`src/rtl/mei_pkg.sv`:
```
package mei_pkg;

  typedef enum logic [1:0] {
    ST_INV = 2'd0,
    ST_EXC = 2'd1,
    ST_MOD = 2'd2
  } line_state_e;

  typedef enum logic [2:0] {
    BK_NONE  = 3'd0,
    BK_READ  = 3'd1,
    BK_RWITM = 3'd2,
    BK_WFLSH = 3'd3,
    BK_WKILL = 3'd4
  } bus_kind_e;

  localparam int BURST_BEATS = 4;
  localparam int SINGLE_BEAT = 1;

  typedef struct packed {
    line_state_e nxt;
    logic        rd;
    logic        wr;
    logic        retry;
    bus_kind_e   kind;
    logic [2:0]  beats;
    logic        castout;
  } action_t;

endpackage

```
`src/rtl/mei_state_array.sv`:
```
module mei_state_array
  import mei_pkg::*;
#(
  parameter int LINES = 16,
  localparam int IDX_W = $clog2(LINES)
) (
  input  logic             clk,
  input  logic             rst,
  input  logic [IDX_W-1:0] rd_idx,
  output line_state_e      rd_state,
  input  logic             wr_en,
  input  logic [IDX_W-1:0] wr_idx,
  input  line_state_e      wr_state,
  input  logic             fill_en,
  input  logic [IDX_W-1:0] fill_idx,
  input  line_state_e      fill_state
);

  line_state_e mem [LINES];

  assign rd_state = (mem[rd_idx] == ST_EXC || mem[rd_idx] == ST_MOD) ? mem[rd_idx] : ST_INV;

  always_ff @(posedge clk) begin
    if (rst) begin
      for (int k = 0; k < LINES; k++) mem[k] <= ST_INV;
    end else begin
      if (fill_en) mem[fill_idx] <= fill_state;
      // the request is written last so that it takes precedence on a collision
      if (wr_en) mem[wr_idx] <= wr_state;
    end
  end

endmodule

```
`src/rtl/mei_decide.sv`:
```
module mei_decide
  import mei_pkg::*;
(
  input  line_state_e cur,
  input  logic        is_store,
  input  logic        attr_w,
  input  logic        attr_i,
  input  logic        dirty,
  output action_t     act
);

  localparam logic [2:0] B4 = 3'(BURST_BEATS);
  localparam logic [2:0] B1 = 3'(SINGLE_BEAT);

  always_comb begin
    act = '{nxt: cur, rd: 1'b0, wr: 1'b0, retry: 1'b0,
            kind: BK_NONE, beats: 3'd0, castout: 1'b0};
    if (!is_store) begin
      if (!attr_i) begin
        if (cur == ST_INV) begin
          act.kind    = BK_READ;
          act.beats   = B4;
          act.castout = dirty;
        end else begin
          act.rd = 1'b1;
        end
      end else begin
        act.nxt = ST_INV;
        case (cur)
          ST_INV: begin act.kind = BK_READ; act.beats = B1; end
          ST_EXC: act.retry = 1'b1;
          default: begin act.retry = 1'b1; act.kind = BK_WKILL; act.beats = B4; end
        endcase
      end
    end else if (!attr_i && !attr_w) begin
      if (cur == ST_INV) begin
        act.kind    = BK_RWITM;
        act.beats   = B4;
        act.castout = dirty;
      end else begin
        act.wr  = 1'b1;
        act.nxt = ST_MOD;
      end
    end else if (!attr_i) begin
      case (cur)
        ST_INV: begin act.kind = BK_WFLSH; act.beats = B1; end
        ST_EXC: begin act.wr = 1'b1; act.kind = BK_WFLSH; act.beats = B1; end
        default: begin act.retry = 1'b1; act.kind = BK_WKILL; act.beats = B4; end
      endcase
    end else begin
      act.nxt = ST_INV;
      case (cur)
        ST_INV: begin act.kind = BK_WFLSH; act.beats = B1; end
        ST_EXC: act.retry = 1'b1;
        default: begin act.retry = 1'b1; act.kind = BK_WKILL; act.beats = B4; end
      endcase
    end
  end

endmodule

```
`src/rtl/mei_coh_ctrl.sv`:
```
module mei_coh_ctrl
  import mei_pkg::*;
#(
  parameter int LINES = 16,
  localparam int IDX_W = $clog2(LINES)
) (
  input  logic             clk,
  input  logic             rst,
  input  logic             req_valid,
  input  logic             req_store,
  input  logic             req_rsv,
  input  logic [IDX_W-1:0] req_idx,
  input  logic             req_w,
  input  logic             req_i,
  input  logic             req_m,
  input  logic             victim_dirty,
  input  logic             fill_valid,
  input  logic [IDX_W-1:0] fill_idx,
  input  logic             fill_rwitm,
  output logic             rsp_valid,
  output logic [1:0]       rsp_state,
  output logic             cache_rd,
  output logic             cache_wr,
  output logic             retry,
  output logic             bus_valid,
  output logic [2:0]       bus_kind,
  output logic [2:0]       bus_beats,
  output logic             bus_rsv,
  output logic             castout_valid
);

  line_state_e cur_state;
  action_t     act;
  logic        unused_attr_m;

  // the coherence attribute does not change any decision here
  assign unused_attr_m = req_m;

  mei_state_array #(.LINES(LINES)) i_array (
    .clk        (clk),
    .rst        (rst),
    .rd_idx     (req_idx),
    .rd_state   (cur_state),
    .wr_en      (req_valid),
    .wr_idx     (req_idx),
    .wr_state   (act.nxt),
    .fill_en    (fill_valid),
    .fill_idx   (fill_idx),
    .fill_state (fill_rwitm ? ST_MOD : ST_EXC)
  );

  mei_decide i_decide (
    .cur      (cur_state),
    .is_store (req_store),
    .attr_w   (req_w),
    .attr_i   (req_i),
    .dirty    (victim_dirty),
    .act      (act)
  );

  always_ff @(posedge clk) begin
    if (rst || !req_valid) begin
      rsp_valid     <= 1'b0;
      rsp_state     <= 2'd0;
      cache_rd      <= 1'b0;
      cache_wr      <= 1'b0;
      retry         <= 1'b0;
      bus_valid     <= 1'b0;
      bus_kind      <= 3'd0;
      bus_beats     <= 3'd0;
      bus_rsv       <= 1'b0;
      castout_valid <= 1'b0;
    end else begin
      rsp_valid     <= 1'b1;
      rsp_state     <= cur_state;
      cache_rd      <= act.rd;
      cache_wr      <= act.wr;
      retry         <= act.retry;
      bus_valid     <= (act.kind != BK_NONE);
      bus_kind      <= act.kind;
      bus_beats     <= act.beats;
      bus_rsv       <= req_rsv && (act.kind != BK_NONE);
      castout_valid <= act.castout;
    end
  end


  retry_excl_chk: assert property (@(posedge clk) disable iff (rst)
    retry |-> (!cache_rd && !cache_wr));


  castout_burst_chk: assert property (@(posedge clk) disable iff (rst)
    castout_valid |-> (bus_beats == 3'd4 &&
                       (bus_kind == 3'(BK_READ) || bus_kind == 3'(BK_RWITM))));


  idle_quiet_chk: assert property (@(posedge clk) disable iff (rst)
    !rsp_valid |-> !(bus_valid || retry || cache_rd || cache_wr || castout_valid));


  one_cycle_chk: assert property (@(posedge clk) disable iff (rst)
    (req_valid && !$past(rst)) |=> rsp_valid);


  rsv_flag_chk: assert property (@(posedge clk) disable iff (rst)
    bus_rsv |-> bus_valid);


  state_code_chk: assert property (@(posedge clk) disable iff (rst)
    rsp_valid |-> (rsp_state != 2'd3));

endmodule

```
`config.mk`:
```
export PLATFORM = sky130hd
export DESIGN_NAME = mei_coh_ctrl
export DESIGN_NICKNAME = d
export VERILOG_FILES = /design/src/rtl/mei_pkg.sv /design/src/rtl/mei_state_array.sv /design/src/rtl/mei_decide.sv /design/src/rtl/mei_coh_ctrl.sv
export SDC_FILE = /design/constraint.sdc
export NUM_CORES = 1
export LEC_CHECK = 0
export BUFFER_PORTS_ARGS = -buffer_cell sky130_fd_sc_hd__buf_2
export CELL_PAD_IN_SITES_DETAIL_PLACEMENT = 0
export CELL_PAD_IN_SITES_GLOBAL_PLACEMENT = 1
export CORE_MARGIN = 5
export CORE_UTILIZATION = 49
export DETAILED_ROUTE_END_ITERATION = 8
export PLACE_DENSITY_LB_ADDON = 0.1
export SYNTH_ARGS = -nofsm -noshare
export SYNTH_HDL_FRONTEND = slang
export SYNTH_SLANG_ARGS = --single-unit
```
`constraint.sdc`:
```
create_clock -name clk -period 6.1 [get_ports clk]
set_input_delay 1.22 -clock clk [delete_from_list [all_inputs] [get_ports clk]]
set_output_delay 1.22 -clock clk [all_outputs]
set_load 0.005 [all_outputs]
```
==> impl_metrics.tcl, run 1 <==
set metrics [dict create \
    status "finished clean" \
    die_x_microns 86.6 \
    crit_chain "buf_2 -> mux4_2 -> nand3_1 -> and4_1 -> ha_1 -> or3b_1 -> nand3b_1 -> o21ai_0" \
    clk_latency_ns 0.31 \
    worst-setup-path-type "primary input to flip-flop" \
    start_kind "primary input" \
    slowest_stage "nand3b_1" \
    arrival_ns 4.16 \
    port_buffers 31 \
    die_h_microns 86.6 \
    finalNetCount 309 \
    cts_tree "done" \
    avgSynthCellArea_sq_um 10.4 \
    area_delta_synth_final_pct 7.53 \
    layout_commonest_cell "nand2_1" \
    core_area_sq_um 5610 \
    slowest_delay_ns 0.60 \
    max_slew_margin 0.191 \
    cts_buffers 5 \
    worstReg2RegStart "i_array.mem[15][1]$_DFFE_PP_" \
    detail_route.first_pass.iterations 4 \
    cts_resized 0 \
    gp_congestion 0.784 \
    switching_share 0.277 \
    synth_edf_count 32 \
    first_iter_violations 183 \
    clock_sinks 46 \
    num_rows 27 \
    cts_max_level 2 \
    crit_fanout 20 \
    ff_latch_area_sq_um 1240 \
    setup_viol 0 \
    synth_top_family_by_area "simple AND/OR/NAND/NOR gates" \
    grt_antenna_before_repair 0 \
    fin_area_sq_um 3090 \
    postRouteWirelength_microns 6980 \
    fill_cells 531 \
    rsz0062_at_grt "false" \
    grt_pass1_wl_microns 11400 \
    synthMuxAreaShare 0.105 \
    start_util 0.512 \
    fin_crit_ns 4.12 \
    hold_viol 0 \
    endpoint "i_array.mem[2][0]$_DFFE_PP_" \
    place_area_sq_um 2990 \
    power_density_nw_per_um2 220 \
    setup.worst_path.start "req_idx[0]" \
    clockBufferDepth 2 \
    maxCapViolCount 0 \
    top_level_ports 34 \
    ff2ff_path_depth 7 \
    drc 0 \
    max_freq_mhz 242 \
    ys_types 52 \
    fin_util 0.551 \
    synth_compound_area_frac 0.189 \
    final_cell_mix "nand2_1, edfxtp_1, buf_2" \
    fin_skew_ns 0.00677 \
    post-route-period-util 0.676 \
    power.share.clock 0.319 \
    antenna_cells 0 \
    internal_power_uw 492 \
    r2r-end "i_array.mem[2][0]$_DFFE_PP_" \
    p_sw_uw 189 \
    cts_hold_buf 0 \
    vias 2284 \
    synthCells 277 \
    tns_ns 0 \
    cts_setup_buffers 0 \
    yosys_warnings 0 \
    syn-num-nets 300 \
    multi_input_area_sq_um 1480 \
    required_ns 6.13 \
    grt_pass1_vias 2270 \
    peakVddDrop_mv 0.111 \
    via_per_inst 6.36 \
    clk_pin_slew_ns 0.09 \
    track_usage 0.195 \
    p_leak_uw 0.00117 \
    synth_xor_xnor_area_share 0 \
    power.share.sequential 0.514 \
    ff2ff_setup_slack_ns 2.98 \
    die_area_sq_um 7500 \
    ys.flop_type "edfxtp_1" \
    seq_area_frac_synth 0.432 \
    dpl.hpwl_microns 4710 \
    tightest_slew_ns 1.20 \
    slew_violations 0 \
    synth_area_sq_um 2870 \
    cts_root_buf "clkbuf_8" \
    hp-class "flip-flop to flip-flop" \
    avgRoutedWirePerCell_microns 19.4 \
    grt_max_degree 28 \
    pwr-share-comb 0.166 \
    endpoint_kind "flip-flop" \
    yosys.area_share.simple 0.202 \
    synthArstFlopShare 0 \
    synth_seq_cells 46 \
    synthAdderAreaFrac 0.0174 \
    gr-total-overflow 0 \
    drive_gt1_frac 0.195 \
    drtAntennaViolNets 0 \
]
-- critical path: cells and delay by family --
kind                       cells  cell delay [ns]
and+or+nand+nor                4             1.41
muxes                          1             0.58
buffers and inverters          1             0.38
adders and majority gates      1             0.36
AOI/OAI and AO/OA              1             0.20
-- power groups by stage --
stage	combinational, uW	sequential [uW]	clock (uW)
final	113	350	217
after global routing	123	352	232
after CTS	112	351	217
after detailed placement	112	358	0
after global placement	112	357	0
after floorplan	82.3	357	0
-- synthesized netlist by cell type (all sizes together) (4+ instances only) --
cell / number / area [sq um]
o41ai: 8 / 92.6
o31ai: 10 / 75.1
o21ai: 7 / 35.0
mux2i: 11 / 110
nand2: 36 / 135
buf: 18 / 98.8
ha: 4 / 50.1
nand2b: 6 / 37.5
clkbuf: 13 / 48.8
o211ai: 18 / 135
and3b: 4 / 35.0
edfxtp: 32 / 961
mux4: 8 / 180
a21oi: 13 / 65.1
nor2: 14 / 52.6
nor2b: 7 / 43.8
dfxtp: 14 / 280
o311ai: 4 / 35.0
-- worst min path at each step --
| stage | slack, ns | endpoint | cells past startpoint | startpoint |
|---|---|---|---|---|
| floorplan | 0.92 | rsp_state[0]$_SDFF_PN0_ | 5 | i_array.mem[10][0]$_DFFE_PP_ |
| global placement | 1.02 | rsp_state[0]$_SDFF_PN0_ | 5 | i_array.mem[11][0]$_DFFE_PP_ |
| detailed placement | 1.03 | rsp_state[0]$_SDFF_PN0_ | 5 | i_array.mem[8][0]$_DFFE_PP_ |
| CTS | 1.05 | rsp_state[0]$_SDFF_PN0_ | 5 | i_array.mem[8][0]$_DFFE_PP_ |
| global route | 1.09 | rsp_state[0]$_SDFF_PN0_ | 5 | i_array.mem[11][0]$_DFFE_PP_ |
| finish | 1.03 | rsp_state[0]$_SDFF_PN0_ | 5 | i_array.mem[8][0]$_DFFE_PP_ |
-- logic make-up after synthesis --
kind of cell	after synthesis
flip-flops	46
AND/OR/NAND/NOR	102
adder cells (fa/ha/maj)	4
other	1
multiplexers	20
buffers and inverters	33
AO/OA/AOI/OAI	71
-- final cells by class --
cell class | instances | share of cell area
clock buffer | 7 | 0.0316
timing repair buffer | 33 | 0.0551
inverter | 2 | 0.00243
sequential | 46 | 0.402
clock inverter | 1 | 0.00202
tap | 72 | 0.0291
multi-input combinational | 198 | 0.478
-- state kept, by name (all words and copies together) (netlist names) --
signal / count
retry: 1
rsp_state: 2
bus_rsv: 1
castout_valid: 1
cache_wr: 1
rsp_valid: 1
bus_beats: 2
bus_valid: 1
cache_rd: 1
bus_kind: 3
i_array.mem: 32
-- routing by layer --
| metal | part of all wire | wire (microns) | GRT usage |
|---|---|---|---|
| met1 | 0.42 | 2960 | 0.248 |
| met2 | 0.48 | 3380 | 0.333 |
| met3 | 0.078 | 543 | 0.0399 |
| met4 | 0.014 | 97 | 0.0581 |
| met5 | 0 | 0 | 0 |
-- through the flow --
| stage | total power (uW) | setup WS (ns) | hold slack [ns] | instances |
|---|---|---|---|---|
| after global placement | 469 | 1.61 | 1.02 | 351 |
| after global routing | 707 | 1.78 | 1.09 | 359 |
| after floorplan | 439 | 2.34 | 0.922 | 277 |
| after detailed placement | 470 | 1.67 | 1.03 | 351 |
| final | 681 | 1.98 | 1.03 | 359 |
| after CTS | 680 | 1.99 | 1.05 | 359 |
(Power assumes the default switching activity.)
==> inputs of run 2 (changes only) <==
CORE_UTILIZATION = 46   (was 49)
clock period = 4.3 ns   (was 6.1 ns; I/O delays follow)
==> run 2 against run 1 <==
Compared with the run above:
- critical path depth is the same
- clock power up 28%
- clock skew is 0.0017 ns lower
- first-iteration DRC count decreased by 27%
- final cell count rose by 1.4%
- global-route usage shrank 0.86 points
- register-to-register slack worse by 1.4 ns
- critical endpoint is now i_array.mem[15][1]$_DFFE_PP_
- non-clock buffer count is 2 higher
- routed wire length decreased by 3.3%
- sequential share of layout area down 0.13 points
- combinational power up 41%
- count of clock-buffer cells in the layout is 2 lower
==> impl_metrics.tcl, run 2 (synthesized netlist as in run 1, its figures left out) <==
set metrics [dict create \
    die_area_sq_um 7930 \
    grt_pass1_wl_microns 11200 \
    fin_area_sq_um 3100 \
    finalNonFillerCells 364 \
    die_x_microns 89.0 \
    antenna_cells 0 \
    worst-setup-path-type "primary input to flip-flop" \
    top_level_ports 34 \
    power.share.clock 0.297 \
    core_area_sq_um 5990 \
    largest_register "i_array.mem" \
    maxCapViolCount 0 \
    slew_violations 0 \
    num_rows 28 \
    finalNetCount 311 \
    grt_busiest_layer "met2" \
    largest_register_ffs 32 \
    place_area_sq_um 3010 \
    dp_cells 356 \
    dpl.hpwl_microns 4690 \
    fin_crit_ns 3.41 \
    drtAntennaViolNets 0 \
    clock_sinks 46 \
    via_per_inst 6.09 \
    status "finished clean" \
    slowest_delay_ns 0.59 \
    hold_viol 0 \
    gp_congestion 0.747 \
    tns_ns 0 \
    tightest_slew_ns 1.11 \
    max_freq_mhz 294 \
    rsz0062_at_grt "false" \
    postRouteWirelength_microns 6750 \
    power_density_nw_per_um2 301 \
    cp_top_family "simple AND/OR/NAND/NOR gates" \
    peakVddDrop_mv 0.138 \
    met3_usage 0.0359 \
    post-route-period-util 0.792 \
    switching_share 0.288 \
    area_delta_synth_final_pct 7.88 \
    pwr-share-comb 0.171 \
    endpoint_kind "flip-flop" \
    clk_pin_slew_ns 0.09 \
    layout_setup_ws_ns 0.894 \
    cts_setup_buffers 0 \
    drive_gt1_frac 0.208 \
    dpl_worst_slack_ns 0.542 \
    cts_tree "done" \
    port_buffers 31 \
    cts_hold_buf 0 \
    grt_pass1_vias 2186 \
    cts_root_buf "clkbuf_8" \
    track_usage 0.186 \
    p_sw_uw 269 \
    crit_chain "buf_2 -> mux4_2 -> nand3_1 -> and4_1 -> ha_1 -> or3b_1 -> a21boi_4 -> o41ai_1" \
    fill_cells 558 \
    largestRegisters "i_array.mem (32), bus_kind (3)" \
    grt_use_met1 0.238 \
    grt_max_degree 28 \
    start_util 0.480 \
    cts_buffers 5 \
    grt_antenna_before_repair 0 \
    required_ns 4.40 \
    first_iter_violations 133 \
    cts_resized 0 \
    detail_route.first_pass.iterations 4 \
    clockBufferDepth 2 \
    layout_commonest_cell "nand2_1" \
    use_met2 0.322 \
    gr-total-overflow 0 \
    final_cell_mix "nand2_1, edfxtp_1, buf_2" \
    max_slew_margin 0.249 \
    p_leak_uw 0.00117 \
    power.share.sequential 0.532 \
    slowest_stage "mux4_2" \
    start_kind "primary input" \
    worst-path-buf-inv 1 \
    avgRoutedWirePerCell_microns 18.5 \
    internal_power_uw 664 \
    arrival_ns 3.51 \
    die_h_microns 89.0 \
    clk_latency_ns 0.30 \
    fin_skew_ns 0.00508 \
    drc 0 \
    vias 2217 \
    crit_fanout 20 \
    setup_viol 0 \
    hp-class "primary input to flip-flop" \
    cts_max_level 2 \
]
-- run 2: cell types whose count changed in the layout (fill, tap and decap cells not counted), sizes merged --
cell    delta
clkbuf     -2
buf        +2
clkinv     +2
-- run 2: power groups by stage --
| stage | logic (uW) | registers [uW] | clock network [uW] |
|---|---|---|---|
| after detailed placement | 160 | 507 | 0 |
| after global placement | 160 | 507 | 0 |
| after floorplan | 117 | 507 | 0 |
| after global routing | 177 | 499 | 305 |
| after CTS | 160 | 497 | 276 |
| final | 159 | 497 | 277 |
-- run 2: layout make-up --
type	instances	area [sq um]	area share
repair buffers	35	185	0.0597
well taps	75	93.8	0.0303
clock inverters	3	20.0	0.00646
flip-flops and latches	46	1240	0.400
inverters	2	7.51	0.00242
clock buffers	5	68.8	0.0222
multi-input cells	198	1480	0.479
-- run 2: per-layer routing --
metal  vias to the layer above  wire length, microns
met5                         -                     0
met3                         8                   338
met2                        62                  3310
met1                      1058                  3040
met4                         0                    59
li1                       1089                     -
-- run 2: worst min-delay path: cells and delay by family --
family	cells	cell delay, ns
buffers and inverters	2	0.14
and+or+nand+nor	1	0.04
-- run 2: metrics by stage --
stage	hold slack, ns	utilization	total power (uW)
2_1_floorplan	0.922	-	623
3_3_place_gp	1.01	0.503	667
3_5_place_dp	1.03	0.503	667
4_1_cts	0.764	0.518	933
5_1_grt	0.756	0.518	981
6_report	0.762	0.518	933
-- run 2: path summary, 6_finish.rpt --
kind,startpoint,end,slack [ns],cells past startpoint
worst max register to register,i_array.mem[12][1]$_DFFE_PP_,i_array.mem[15][1]$_DFFE_PP_,1.56,7
worst min-delay path,req_rsv,bus_rsv$_SDFF_PN0_,0.76,3
worst min register to register,i_array.mem[5][0]$_DFFE_PP_,rsp_state[0]$_SDFF_PN0_,1.03,5
worst max-delay path,req_idx[0],i_array.mem[15][1]$_DFFE_PP_,0.89,8
==> inputs of run 3 (changes only) <==
ABC_AREA = 1   (was unset)
CORE_UTILIZATION = 39   (was 46)
clock period = 2.75 ns   (was 4.3 ns; I/O delays follow)
==> run 3 against run 2 <==
Compared with the run above:
- register-to-register slack worse by 0.89 ns
- worst hold slack worse by 0.35 ns
- combinational power up 70%
- critical path depth up 12
- flip-flop and latch count unchanged
- global-route usage down 1.7 points
- area after synthesis down 2.2%
- final cell count up 35%
- clock power up 89%
- routed wire length up 5.1%
- synthesized cell count up 28%
- first-iteration DRC count down 9.8%
- highest routed layer unchanged
==> impl_metrics.tcl, run 3 <==
set metrics [dict create \
    status "finished clean" \
    largestRegisters "i_array.mem (32), bus_kind (3)" \
    clk_pin_slew_ns 0.09 \
    ff2ff_path_depth 18 \
    vias 2427 \
    maxCapViolCount 0 \
    antenna_cells 0 \
    start_util 0.394 \
    hp-class "primary input to flip-flop" \
    top_level_ports 34 \
    synth_seq_cells 46 \
    clk_latency_ns 0.31 \
    synth_area_sq_um 2810 \
    ys_types 34 \
    tns_ns 0 \
    post-route-period-util 0.840 \
    area_delta_synth_final_pct 14.2 \
    cts_buffers 5 \
    drive_gt1_frac 0.189 \
    endpoint_kind "flip-flop" \
    clockBufferDepth 2 \
    largest_register_ffs 32 \
    fin_crit_ns 2.31 \
    drc 0 \
    synth_most_common_cell "nand2_1" \
    grt_pass1_wl_microns 11700 \
    via_per_inst 4.95 \
    seq_area_frac_synth 0.441 \
    final_cell_mix "nand2_1, nand3_1, edfxtp_1" \
    dp_cells 482 \
    synth_common_cells "nand2_1, nand3_1, edfxtp_1" \
    crit_fanout 19 \
    slew_violations 0 \
    total_power_uw 1570 \
    gp_congestion 0.759 \
    arrival_ns 2.58 \
    tightest_slew_ns 0.616 \
    rsz0062_at_grt "false" \
    ys.flop_type "edfxtp_1" \
    start_kind "primary input" \
    max_freq_mhz 433 \
    core_area_sq_um 7140 \
    yosysTopAreaCellShare 0.342 \
    hold_viol 0 \
    finalNetCount 413 \
    peakVddDrop_mv 0.239 \
    fin_util 0.450 \
    yosys_warnings 0 \
    die_h_microns 94.9 \
    drtAntennaViolNets 0 \
    power_density_nw_per_um2 490 \
    track_usage 0.170 \
    cts_setup_buffers 0 \
    num_rows 31 \
    p_leak_uw 0.00138 \
    cts_tree "done" \
    ff2ff_setup_slack_ns 0.67 \
    grt_antenna_before_repair 0 \
    postRouteWirelength_microns 7090 \
    fin_skew_ns 0.00842 \
    layout_commonest_cell "nand2_1" \
    detail_route.first_pass.iterations 4 \
    cts_hold_buf 0 \
    first_iter_violations 120 \
    slowest_stage "ha_1" \
    grt_max_degree 20 \
    syn-num-nets 378 \
    grt_pass1_vias 2318 \
    largest_register "i_array.mem" \
    synthCells 355 \
    avgSynthCellArea_sq_um 7.92 \
    die_area_sq_um 9010 \
    hold_depth 3 \
    port_buffers 31 \
    dpl.hpwl_microns 5190 \
    slowest_delay_ns 0.38 \
    max_slew_margin 0.589 \
    cts_resized 0 \
    synthArstFlopShare 0 \
    clock_sinks 46 \
    finalNonFillerCells 490 \
    worst-setup-path-type "primary input to flip-flop" \
    yosysTopAreaCell "edfxtp_1" \
    gr-total-overflow 0 \
    synth_area_leaders "edfxtp_1, nand2_1, dfxtp_1" \
    cts_max_level 2 \
    synth_edf_count 32 \
    crit_chain "buf_2 -> buf_12 -> inv_8 -> nand2_1 -> nand2_1 -> nand2_1 -> nand2_1 -> nand2_1 -> nand2_1 -> nor2_1 -> ha_1 -> inv_1 -> buf_4 -> nand2_1 -> nand2_1 -> inv_1 -> nand3_1 -> nand3_1 -> nand2_1 -> inv_1" \
    timing.critical_path.mode_cell "nand2_1" \
    die_x_microns 94.9 \
    avgRoutedWirePerCell_microns 14.5 \
    cts_root_buf "clkbuf_8" \
    setup_viol 0 \
    required_ns 3.02 \
]
## run 3: cell count changes after synthesis, moves of 7 or more
cell / previous run / this run
a21oi_1: 13 / 3
buf_2: 13 / 3
clkbuf_1: 13 / 1
inv_1: 2 / 19
mux2i_1: 11 / 0
mux4_2: 8 / 0
nand2_1: 36 / 122
nand3_1: 3 / 39
nor2_1: 14 / 27
nor2b_1: 7 / 0
o21ai_1: 0 / 19
o31ai_1: 10 / 0
## run 3: logic make-up (layout without fill, tap and decap cells)
group           after synthesis  count (layout)  share of synthesized area
compound gates               54              54                      0.114
simple gates                210             210                      0.341
other cells                   1               1                    0.00133
buf+inv                      40              76                     0.0846
fa+ha+maj                     4               4                     0.0178
flops                        46              46                      0.441
## run 3: report_power, final
group / internal (uW) / switching [uW] / total, uW
clock network: 271 / 254 / 524
logic: 96.9 / 174 / 271
registers: 771 / 7.85 / 779
## run 3: path summary, 6_finish.rpt
kind / startpoint / endpoint
max reg2reg: i_array.mem[13][0]$_DFFE_PP_ / bus_rsv$_SDFF_PN0_
min reg2reg: i_array.mem[8][1]$_DFFE_PP_ / rsp_state[0]$_SDFF_PN0_
max: req_idx[0] / bus_rsv$_SDFF_PN0_
min: req_rsv / bus_rsv$_SDFF_PN0_
## run 3: worst max-delay path, delay by kind of cell
| family | cells | cell delay (ns) |
|---|---|---|
| and+or+nand+nor | 12 | 0.91 |
| adders and majority gates | 1 | 0.38 |
| buffers and inverters | 7 | 0.70 |
## run 3: final cells by class
class / count / area [sq um]
clock buffers: 5 / 68.8
well taps: 99 / 124
inverters: 25 / 103
fillers: 746 / 3930
multi-input cells: 269 / 1330
repair buffers: 43 / 295
flip-flops and latches: 46 / 1240
clock inverters: 3 / 45.0
## run 3: metrics by stage
step,hold WS (ns),area [sq um],worst slack [ns]
finish,0.415,3210,0.441
global placement,0.737,3100,0.103
floorplan,0.648,2810,0.439
CTS,0.410,3210,0.419
global route,0.428,3210,0.183
detailed placement,0.739,3100,0.0930
## run 3: per-layer routing
metal | global-route usage | vias to the layer above | share of wire
li1 | - | 1264 | -
met1 | 0.225 | 1100 | 0.45
met2 | 0.287 | 54 | 0.48
met3 | 0.0263 | 9 | 0.052
met4 | 0.0469 | 0 | 0.016
met5 | 0 | - | 0
